$ cat config.mk
export PLATFORM = sky130hd
export DESIGN_NAME = lut_cell
export DESIGN_NICKNAME = d
export VERILOG_FILES = /design/src/rtl/lut_cell_pkg.sv /design/src/rtl/lut_cfg_shift.sv /design/src/rtl/lut_store_elem.sv /design/src/rtl/lut_group.sv /design/src/rtl/lut_cell.sv
export SDC_FILE = /design/constraint.sdc
export NUM_CORES = 1
export LEC_CHECK = 0
export BUFFER_PORTS_ARGS = -buffer_cell sky130_fd_sc_hd__buf_2
export CAP_MARGIN = 20
export CORE_MARGIN = 5
export CORE_UTILIZATION = 64
export DETAILED_ROUTE_END_ITERATION = 6
export GPL_ROUTABILITY_DRIVEN = 0
export PLACE_DENSITY_LB_ADDON = 0.15
export RECOVER_POWER = 100
export SYNTH_ARGS = -nofsm -noshare
export SYNTH_HDL_FRONTEND = slang
export SYNTH_SLANG_ARGS = --single-unit
$ cat constraint.sdc
create_clock -name clk -period 4.5 [get_ports clk]
set_input_delay 0.225 -clock clk [delete_from_list [all_inputs] [get_ports clk]]
set_output_delay 0.225 -clock clk [all_outputs]
set_load 0.05 [all_outputs]
$ cat src/rtl/lut_cell_pkg.sv
package lut_cell_pkg;

  localparam int DEF_K       = 4;
  localparam int DEF_N       = 4;
  localparam int ELEM_CFG_W  = 4;
  localparam int GRP_CFG_W   = 2;
  localparam int MODE_CFG_W  = 3;

  typedef enum logic [1:0] {
    SRC_LUT  = 2'd0,
    SRC_DIN  = 2'd1,
    SRC_ONE  = 2'd2,
    SRC_ZERO = 2'd3
  } src_e;

  typedef struct packed {
    logic latch;
    logic inv;
    src_e src;
  } elem_cfg_t;

  typedef struct packed {
    logic srval;
    logic pol;
  } grp_cfg_t;

  // one carry-chain stage: returns {carry_next, sum}
  function automatic logic [1:0] carry_step(input logic p, input logic g, input logic c);
    return {(p ? c : g), (p ^ c)};
  endfunction

  function automatic int cfg_len(input int k, input int n);
    return 2 * n * ((1 << k) + ELEM_CFG_W) + 2 * GRP_CFG_W + MODE_CFG_W;
  endfunction

endpackage

$ cat src/rtl/lut_cfg_shift.sv
module lut_cfg_shift #(
  parameter int W = 167
) (
  input  logic         clk,
  input  logic         rst_n,
  input  logic         cfg_en,
  input  logic         cfg_din,
  output logic [W-1:0] cfg
);

  always_ff @(posedge clk or negedge rst_n) begin
    if (!rst_n)      cfg <= '0;
    else if (cfg_en) cfg <= {cfg[W-2:0], cfg_din};
  end

endmodule

$ cat src/rtl/lut_store_elem.sv
module lut_store_elem (
  input  logic clk,
  input  logic rst_n,
  input  logic upd,
  input  logic lsr,
  input  logic srval,
  input  logic ce,
  input  logic d,
  output logic q
);

  always_ff @(posedge clk or negedge rst_n) begin
    if (!rst_n) q <= 1'b0;
    else if (upd) begin
      if (lsr)     q <= srval;
      else if (ce) q <= d;
    end
  end

endmodule

$ cat src/rtl/lut_group.sv
module lut_group
  import lut_cell_pkg::*;
#(
  parameter int K = DEF_K,
  parameter int N = DEF_N
) (
  input  logic                     clk,
  input  logic                     rst_n,
  input  logic                     hold,
  input  logic [N*(1<<K)-1:0]      tt,
  input  elem_cfg_t [N-1:0]        ecfg,
  input  grp_cfg_t                 gcfg,
  input  logic                     arith,
  input  logic [N*K-1:0]           addr,
  input  logic [N-1:0]             din,
  input  logic                     c_in,
  input  logic                     uclk,
  input  logic                     uclk_q,
  input  logic                     ce,
  input  logic                     lsr,
  output logic [N-1:0]             f,
  output logic [N-1:0]             q,
  output logic [N-1:0]             upd,
  output logic [N-1:0]             sr_hit,
  output logic                     c_out,
  output logic                     edge_ev
);

  localparam int TT = 1 << K;

  logic [N-1:0] prop;
  logic [N-1:0] sum;
  logic [N:0]   chain;
  logic         lvl;

  // active edge / active level of the sampled user clock
  assign edge_ev = ~hold & (gcfg.pol ? (uclk_q & ~uclk) : (~uclk_q & uclk));
  assign lvl     = ~hold & (uclk ^ gcfg.pol);

  always_comb begin
    chain[0] = c_in;
    for (int i = 0; i < N; i++) begin
      logic [TT-1:0] tbl;
      logic [K-1:0]  a;
      tbl     = tt[i*TT +: TT];
      a       = addr[i*K +: K];
      prop[i] = tbl[a];
      {chain[i+1], sum[i]} = carry_step(prop[i], a[0], chain[i]);
    end
  end

  assign c_out = chain[N];

  generate
    for (genvar i = 0; i < N; i++) begin : g_elem
      logic d;
      assign f[i] = arith ? sum[i] : prop[i];

      always_comb begin
        case (ecfg[i].src)
          SRC_LUT: d = f[i];
          SRC_DIN: d = din[i] ^ ecfg[i].inv;
          SRC_ONE: d = 1'b1;
          default: d = 1'b0;
        endcase
      end

      assign upd[i]    = ecfg[i].latch ? lvl : edge_ev;
      assign sr_hit[i] = upd[i] & lsr;

      lut_store_elem u_store (
        .clk   (clk),
        .rst_n (rst_n),
        .upd   (upd[i]),
        .lsr   (lsr),
        .srval (gcfg.srval),
        .ce    (ce),
        .d     (d),
        .q     (q[i])
      );
    end
  endgenerate

endmodule

$ cat src/rtl/lut_cell.sv
module lut_cell
  import lut_cell_pkg::*;
#(
  parameter int K = DEF_K,
  parameter int N = DEF_N
) (
  input  logic             clk,
  input  logic             rst_n,
  input  logic             cfg_en,
  input  logic             cfg_din,
  input  logic [2*N*K-1:0] lut_addr,
  input  logic [2*N-1:0]   din,
  input  logic [1:0]       cin,
  input  logic [1:0]       uclk,
  input  logic [1:0]       ce,
  input  logic [1:0]       lsr,
  input  logic             d9,
  output logic [2*N-1:0]   f,
  output logic [2*N-1:0]   q,
  output logic [1:0]       cout,
  output logic             q9
);

  localparam int TT        = 1 << K;
  localparam int L         = 2 * N;
  localparam int ELEM_BASE = L * TT;
  localparam int GRP_BASE  = ELEM_BASE + L * ELEM_CFG_W;
  localparam int MODE_BASE = GRP_BASE + 2 * GRP_CFG_W;
  localparam int CFG_BITS  = cfg_len(K, N);

  logic [CFG_BITS-1:0] cfg;
  logic [1:0]          uclk_q;
  grp_cfg_t            gcfg0, gcfg1;
  logic                arith, wide8, nine_carry;
  logic                c_out0, c_out1, c_in1;
  logic                edge0, edge1;
  logic                nine_upd, nine_d;
  logic [L-1:0]        elem_upd, elem_sr_hit, elem_srv;

  lut_cfg_shift #(.W(CFG_BITS)) u_cfg (
    .clk     (clk),
    .rst_n   (rst_n),
    .cfg_en  (cfg_en),
    .cfg_din (cfg_din),
    .cfg     (cfg)
  );

  always_ff @(posedge clk or negedge rst_n) begin
    if (!rst_n) uclk_q <= '0;
    else        uclk_q <= uclk;
  end

  assign gcfg0      = cfg[GRP_BASE +: GRP_CFG_W];
  assign gcfg1      = cfg[GRP_BASE + GRP_CFG_W +: GRP_CFG_W];
  assign arith      = cfg[MODE_BASE];
  assign wide8      = cfg[MODE_BASE + 1];
  assign nine_carry = cfg[MODE_BASE + 2];
  assign c_in1      = wide8 ? c_out0 : cin[1];

  lut_group #(.K(K), .N(N)) u_grp0 (
    .clk     (clk),
    .rst_n   (rst_n),
    .hold    (cfg_en),
    .tt      (cfg[0 +: N*TT]),
    .ecfg    (cfg[ELEM_BASE +: N*ELEM_CFG_W]),
    .gcfg    (gcfg0),
    .arith   (arith),
    .addr    (lut_addr[0 +: N*K]),
    .din     (din[0 +: N]),
    .c_in    (cin[0]),
    .uclk    (uclk[0]),
    .uclk_q  (uclk_q[0]),
    .ce      (ce[0]),
    .lsr     (lsr[0]),
    .f       (f[0 +: N]),
    .q       (q[0 +: N]),
    .upd     (elem_upd[0 +: N]),
    .sr_hit  (elem_sr_hit[0 +: N]),
    .c_out   (c_out0),
    .edge_ev (edge0)
  );

  lut_group #(.K(K), .N(N)) u_grp1 (
    .clk     (clk),
    .rst_n   (rst_n),
    .hold    (cfg_en),
    .tt      (cfg[N*TT +: N*TT]),
    .ecfg    (cfg[ELEM_BASE + N*ELEM_CFG_W +: N*ELEM_CFG_W]),
    .gcfg    (gcfg1),
    .arith   (arith),
    .addr    (lut_addr[N*K +: N*K]),
    .din     (din[N +: N]),
    .c_in    (c_in1),
    .uclk    (uclk[1]),
    .uclk_q  (uclk_q[1]),
    .ce      (ce[1]),
    .lsr     (lsr[1]),
    .f       (f[N +: N]),
    .q       (q[N +: N]),
    .upd     (elem_upd[N +: N]),
    .sr_hit  (elem_sr_hit[N +: N]),
    .c_out   (c_out1),
    .edge_ev (edge1)
  );

  assign cout     = {c_out1, c_out0};
  assign elem_srv = {{N{gcfg1.srval}}, {N{gcfg0.srval}}};

  // ninth flip-flop: pipeline stage for the upper carry or a free bit
  assign nine_upd = edge0;
  assign nine_d   = nine_carry ? c_out1 : d9;

  lut_store_elem u_nine (
    .clk   (clk),
    .rst_n (rst_n),
    .upd   (nine_upd),
    .lsr   (lsr[0]),
    .srval (gcfg0.srval),
    .ce    (ce[0]),
    .d     (nine_d),
    .q     (q9)
  );

  logic unused_edge1;
  assign unused_edge1 = edge1;

endmodule

; ---- After elaboration in Yosys (flattened, before gate mapping)
; Index checks and enable logic that the tools add are counted.
[totals]
regBits = 178
input_bits = 53
out_inout_bits = 19
elab_cells = 155
[op_classes]
n_lt_le_gt_ge = 8
n_eq_ne = 16
n_mux = 70
bitwise_logic = 31
reduce_logical = 19
[op_table]
columns = operator, count
row1 = 1-bit two-way mux, 54
row2 = "4-bit by 5-bit < comparator with 1-bit output, second input constant", 8
row3 = 1-bit binary-select mux with 4-bit select, 8
row4 = 1-bit case mux with 3 select lines, 8
row5 = 2-bit AND reduction, 9
row6 = 1-bit XOR, 18
row7 = "2-bit by 1-bit == test with 1-bit output, second input constant", 8
row8 = "2-bit == test, second input constant", 8
row9 = 2-bit zero test, 8
row10 = 1-bit bitwise AND, 8
row11 = 1-bit NOT, 5
row12 = 2-bit nonzero test, 2

; ---- Longest topological paths before layout
[logic_depth]
depth_word = 15
mapped_depth = 16
ltp_nobuf = 15

; ---- Hierarchy
; Synthesis repeated with hierarchy kept, for this count alone.
[hier_totals]
hier_cells = 615
hier_area_um2 = 9295.2
[by_module_without_submodules]
columns = module, n_inst, cells_per_inst, area_per_inst_um2, seq_area_each_um2
row1 = lut_cfg_shift, 1, 353, 6742.7, 4179.0
row2 = lut_group, 2, 101, 958.4, 0.0
row3 = lut_store_elem, 9, 6, 60.1, 25.0
row4 = lut_cell, 1, 6, 95.1, 50.0

; ---- Least setup slack after synthesis
; No wires, ideal clock.
[synth_path]
path_type = input to register
startpoint = input port lut_addr[8]
endpoint = register u_grp1.g_elem[3].u_store.q
setup_time_ps = 77
arrival_ps = 3169
required_time_ps = 4423
slack_ps = 1253
cell_stages = 16
path_buffers = 1
path_cell_list = clkbuf_1 > mux4_2 > mux2i_1 > mux2_4 > nor2b_4 > a211o_1 > and2_4 > a21oi_1 > o21ai_0 > ha_1 > nand2_1 > nand2_1 > nor2_1 > o211ai_1 > o21ai_0 > a21oi_1
[synth_via]
elab_chain_len = 13
[synth_rtl]
columns = element, line
row1 = "start, declared", lut_cell.sv:11  ; input logic [2*N*K-1:0] lut_addr,
row2 = 1-bit binary-select mux with 4-bit select, lut_group.sv:47  ; prop[i] = tbl[a];
row3 = 1-bit two-way mux (not written as such), lut_group.sv:47
row4 = 1-bit two-way mux (*) (2 in series), lut_cell_pkg.sv:29  ; return {(p ? c : g), (p ^ c)};
row5 = 1-bit two-way mux (*), lut_cell.sv:58  ; assign c_in1 = wide8 ? c_out0 : cin[1];
row6 = 1-bit two-way mux (*) (3 in series), lut_cell_pkg.sv:29
row7 = 1-bit XOR (*), lut_cell_pkg.sv:29
row8 = 1-bit two-way mux (*), lut_group.sv:57  ; assign f[i] = arith ? sum[i] : prop[i];
row9 = net f[7], lut_cell.sv:18  ; output logic [2*N-1:0] f,
row10 = 1-bit case mux with 3 select lines (*), lut_group.sv:60  ; case (ecfg[i].src)
row11 = 1-bit two-way mux (*), lut_store_elem.sv:16  ; else if (ce) q <= d;
row12 = 1-bit two-way mux (*), lut_store_elem.sv:15  ; if (lsr) q <= srval;
row13 = "end signal, assigned", lut_store_elem.sv:15
row14 = "end, declared", lut_store_elem.sv:9  ; output logic q
; Mark *: on every way through the listed nets, which the timed path passes. The rest lies on a longest branch. The select of a mux whose other input is x is not followed.
; A chain may end at the register's enable or synchronous reset.

; ---- Worst setup path in the final report
[layout_path]
startpoint = register u_cfg.cfg[79]
endpoint = output port cout[1]
[layout_via]
elab_chain_len = 6
[layout_rtl]
columns = element, line
row1 = "start, declared", lut_cfg_shift.sv:8  ; output logic [W-1:0] cfg
row2 = "start signal, assigned", lut_cfg_shift.sv:13  ; else if (cfg_en) cfg <= {cfg[W-2:0], cfg_din};
row3 = 1-bit binary-select mux with 4-bit select, lut_group.sv:47
row4 = 1-bit two-way mux (not written as such), lut_group.sv:47
row5 = 1-bit two-way mux (4 in series), lut_cell_pkg.sv:29
row6 = "end, declared", lut_cell.sv:20  ; output logic [1:0] cout,
; Every way passes these cells. The select of a mux whose other input is x is not followed.

==> run_results.csv <==
group,metric,value,unit
run_status,status,"finished with violations",
run_status,violations,"max-capacitance violations, max-slew violations",
yosys,synthesis.nets,665,
yosys,syn_inst,611,
detailed_routing,ant_nets,0,
yosys,synth-simple-area-share,4.68,%
finish,nets,723,
grt,grt_remaining_overflow,0,
finish,final_cell_mix,"dfrtp_1 (178), mux2_2 (164), buf_2 (50), o21ai_0 (29), mux4_2 (28)",
finish,fin_cells,858,
placement,place.detailed.instances,823,
clock_tree,htreeDepth,4,
die,initial_utilization,64.7,%
yosys,synth_cell_type_count,55,
yosys,yosys_warnings,0,
sta,finalHoldViolations,0,
die,ioPinCount,72,
yosys,synthMuxAreaShare,32.6,%
sta,maxSlewViolCount,189,
sta,skew,0.00856,ns
yosys,ys_seq_area_share,52.4,%
grt,grt_pass1_wl,27500,um
detailed_routing,drt_pass1_iterations,4,
grt,grt.total_usage,21.8,%
critical_path,cp_max_fo,6,
sta,slew_headroom,-88.0,%
yosys,synthTopCellsByArea,"dfrtp_1 (52%), mux2_2 (22%), mux4_2 (7.4%), mux2i_1 (2.4%), o21ai_0 (1.7%)",
yosys,netlist_area,8500,um2
sta,tightest_slew,2.82,ns
yosys,synth-adder-area-share,0.147,%
critical_path,worst-setup-path-type,"reg2out",
detailed_routing,wl_per_cell,18.6,um
yosys,synth_top_family_by_area,"multiplexers",
job,drv_cap,3,
clock_tree,cts_tree,"built",
critical_path,worst_setup_path_end_kind,"output pin",
grt,grt_pass1_vias,5418,
detailed_routing,drt_wl_total,15900,um
sta,fin_ws,0.727,ns
grt,grt_max_degree,81,
critical_path,crit_path_start_kind,"register",
grt,antenna_found_initial,0,
die,fp.dieH,125,um
die,core.rowCount,42,
die,dieArea,15700,um2
clock_tree,cts_buffer_depth,2,
power_and_ir_drop,ir_drop,0.377,mV
critical_path,cp_data_arrival_time,3.55,ns
die,core_area,13100,um2
finish,layout_commonest_cell,"dfrtp_1",
placement,place_ws,1.22,ns
sta,rsz0062_at_grt,"no",
finish,syn_to_final_growth,12.4,%
sta,clock.fmax,265,MHz
placement,io_buffers,71,
clock_tree,clk_root_buffer_cell,"clkbuf_16",
detailed_routing,drc,0,
clock_tree,insertion_delay,0.43,ns
power_and_ir_drop,leakagePower,4.57,nW
clock_tree,clock_sinks,178,
sta,setup_viol,0,
power_and_ir_drop,pwr_density_cell,419,nW/um2
detailed_routing,num_vias,5088,
yosys,synth_top_area_share,52.4,%
critical_path,worstPathRequired,4.28,ns
yosys,synth-edff-count,0,
clock_tree,post_cts_buffers,0,
placement,hpwl,10800,um
yosys,ys.flop_type,"dfrtp_1",
yosys,synthArstFlopShare,100,%
die,die_x,125,um
yosys,synth-xor-area-share,1.44,%
clock_tree,clk_pin_slew,0.07,ns
yosys,synth_compound_area_share,5.85,%
clock_tree,cts_buffers,17,
finish,stdcell_area,9560,um2
yosys,synth-seq-cells,178,
sta,tns,0,ns
finish,n_antenna_cell,0,
sta,timing.final.crit_share,83.9,%
placement,postPlaceCellArea,8920,um2
detailed_routing,drtIter0Drc,287,
hold_path,hold_class,"in2reg",
yosys,synth_top_area_cell,"dfrtp_1",
yosys,avgSynthCellArea,13.9,um2
detailed_routing,drt-vias-per-instance,5.93,
sta,min_period,3.77,ns
finish,drive_above_1_share,41.8,%
==> registers in the layout (all words and copies together), names as in the netlist <==
signal	flops
uclk_q	2
u_grp1.g_elem.u_store.q	4
u_nine.q	1
u_cfg.cfg	167
u_grp0.g_elem.u_store.q	4
==> path summary, 6_finish.rpt <==
check	endpoint	depth (start not counted)	slack (ns)	startpoint
hold / removal	u_cfg.cfg[0]$_DFFE_PN0P_	2	0.02	cfg_din
hold reg to reg	u_grp1.g_elem[1].u_store.q$_DFFE_PN0P_	2	0.49	u_grp1.g_elem[1].u_store.q$_DFFE_PN0P_
min in group asynchronous	u_cfg.cfg[71]$_DFFE_PN0P_	2	0.89	rst_n
max in group asynchronous	u_cfg.cfg[94]$_DFFE_PN0P_	3	1.37	rst_n
setup / recovery	cout[1]	10	0.73	u_cfg.cfg[79]$_DFFE_PN0P_
setup reg to reg	u_nine.q$_DFFE_PN0P_	13	1.15	u_cfg.cfg[63]$_DFFE_PN0P_
==> per-layer routing <==
layer,share of wire [%],routed length (um),global-route usage [%]
met1,45,7180,29.6
met5,0,0,0
met4,1.1,180,5.93
met3,3.9,622,5.50
met2,50,7940,35.7
==> synthesized netlist by cell type (all sizes together), types with 3 or more instances <==
| cell | instances |
|---|---|
| nand2 | 25 |
| buf | 16 |
| nor3 | 4 |
| nand2b | 4 |
| o21a | 6 |
| nand3 | 5 |
| o22ai | 3 |
| a21oi | 6 |
| mux4 | 31 |
| and2 | 3 |
| xor2 | 5 |
| o21ai | 30 |
| clkbuf | 23 |
| dfrtp | 178 |
| mux2i | 20 |
| o311ai | 4 |
| or2 | 3 |
| nor2b | 8 |
| nand3b | 4 |
| a31oi | 7 |
| inv | 13 |
| nor2 | 14 |
| mux2 | 165 |
| xnor2 | 9 |
==> kinds of logic after synthesis <==
logic type | after synthesis
mux | 216
flops | 178
simple gates | 76
compound gates | 74
buf+inv | 52
xor+xnor | 14
fa+ha+maj | 1
==> repair_timing <==
action	CTS	global route
resized for setup	0	0
endpoints found under the hold margin	80	0
hold buffers	3	0
==> cell type report <==
cell class	count	area [um2]
sequential	178	4450
multi-input combinational	381	3780
fill	889	3580
clock inverter	12	205
inverter	13	48.8
tap	176	220
timing repair buffer	78	385
clock buffer	20	457
==> worst max-delay path, stage by stage, from the launching register on <==
cell and delay (ns):
dfrtp_1 0.42, mux4_2 0.48, mux2i_1 0.15, mux2i_1 0.21, o21ai_0 0.44, and2_0 0.29, a21oi_1 0.10, o21ai_0 0.20
ha_1 0.19, o21bai_1 0.13, clkbuf_1 0.52
==> power by group <==
| part | leakage (nW) | internal (mW) | total (mW) | switching, mW |
|---|---|---|---|---|
| Clock | 0.316 | 1.02 | 1.63 | 0.617 |
| Sequential | 2.42 | 1.73 | 1.84 | 0.106 |
| Combinational | 1.83 | 0.234 | 0.529 | 0.294 |
==> through the flow <==
stage                     power (mW)  util (%)  hold WS, ns
final                           4.00      72.7       0.0214
after global routing            4.17      72.7       0.0127
after CTS                       4.05      73.2      0.00746
after detailed placement        2.41      67.9        0.313
after global placement          2.38      67.9        0.301
after floorplan                 2.24         -      -0.0706
No activity file was read; power rests on OpenSTA's default activity.
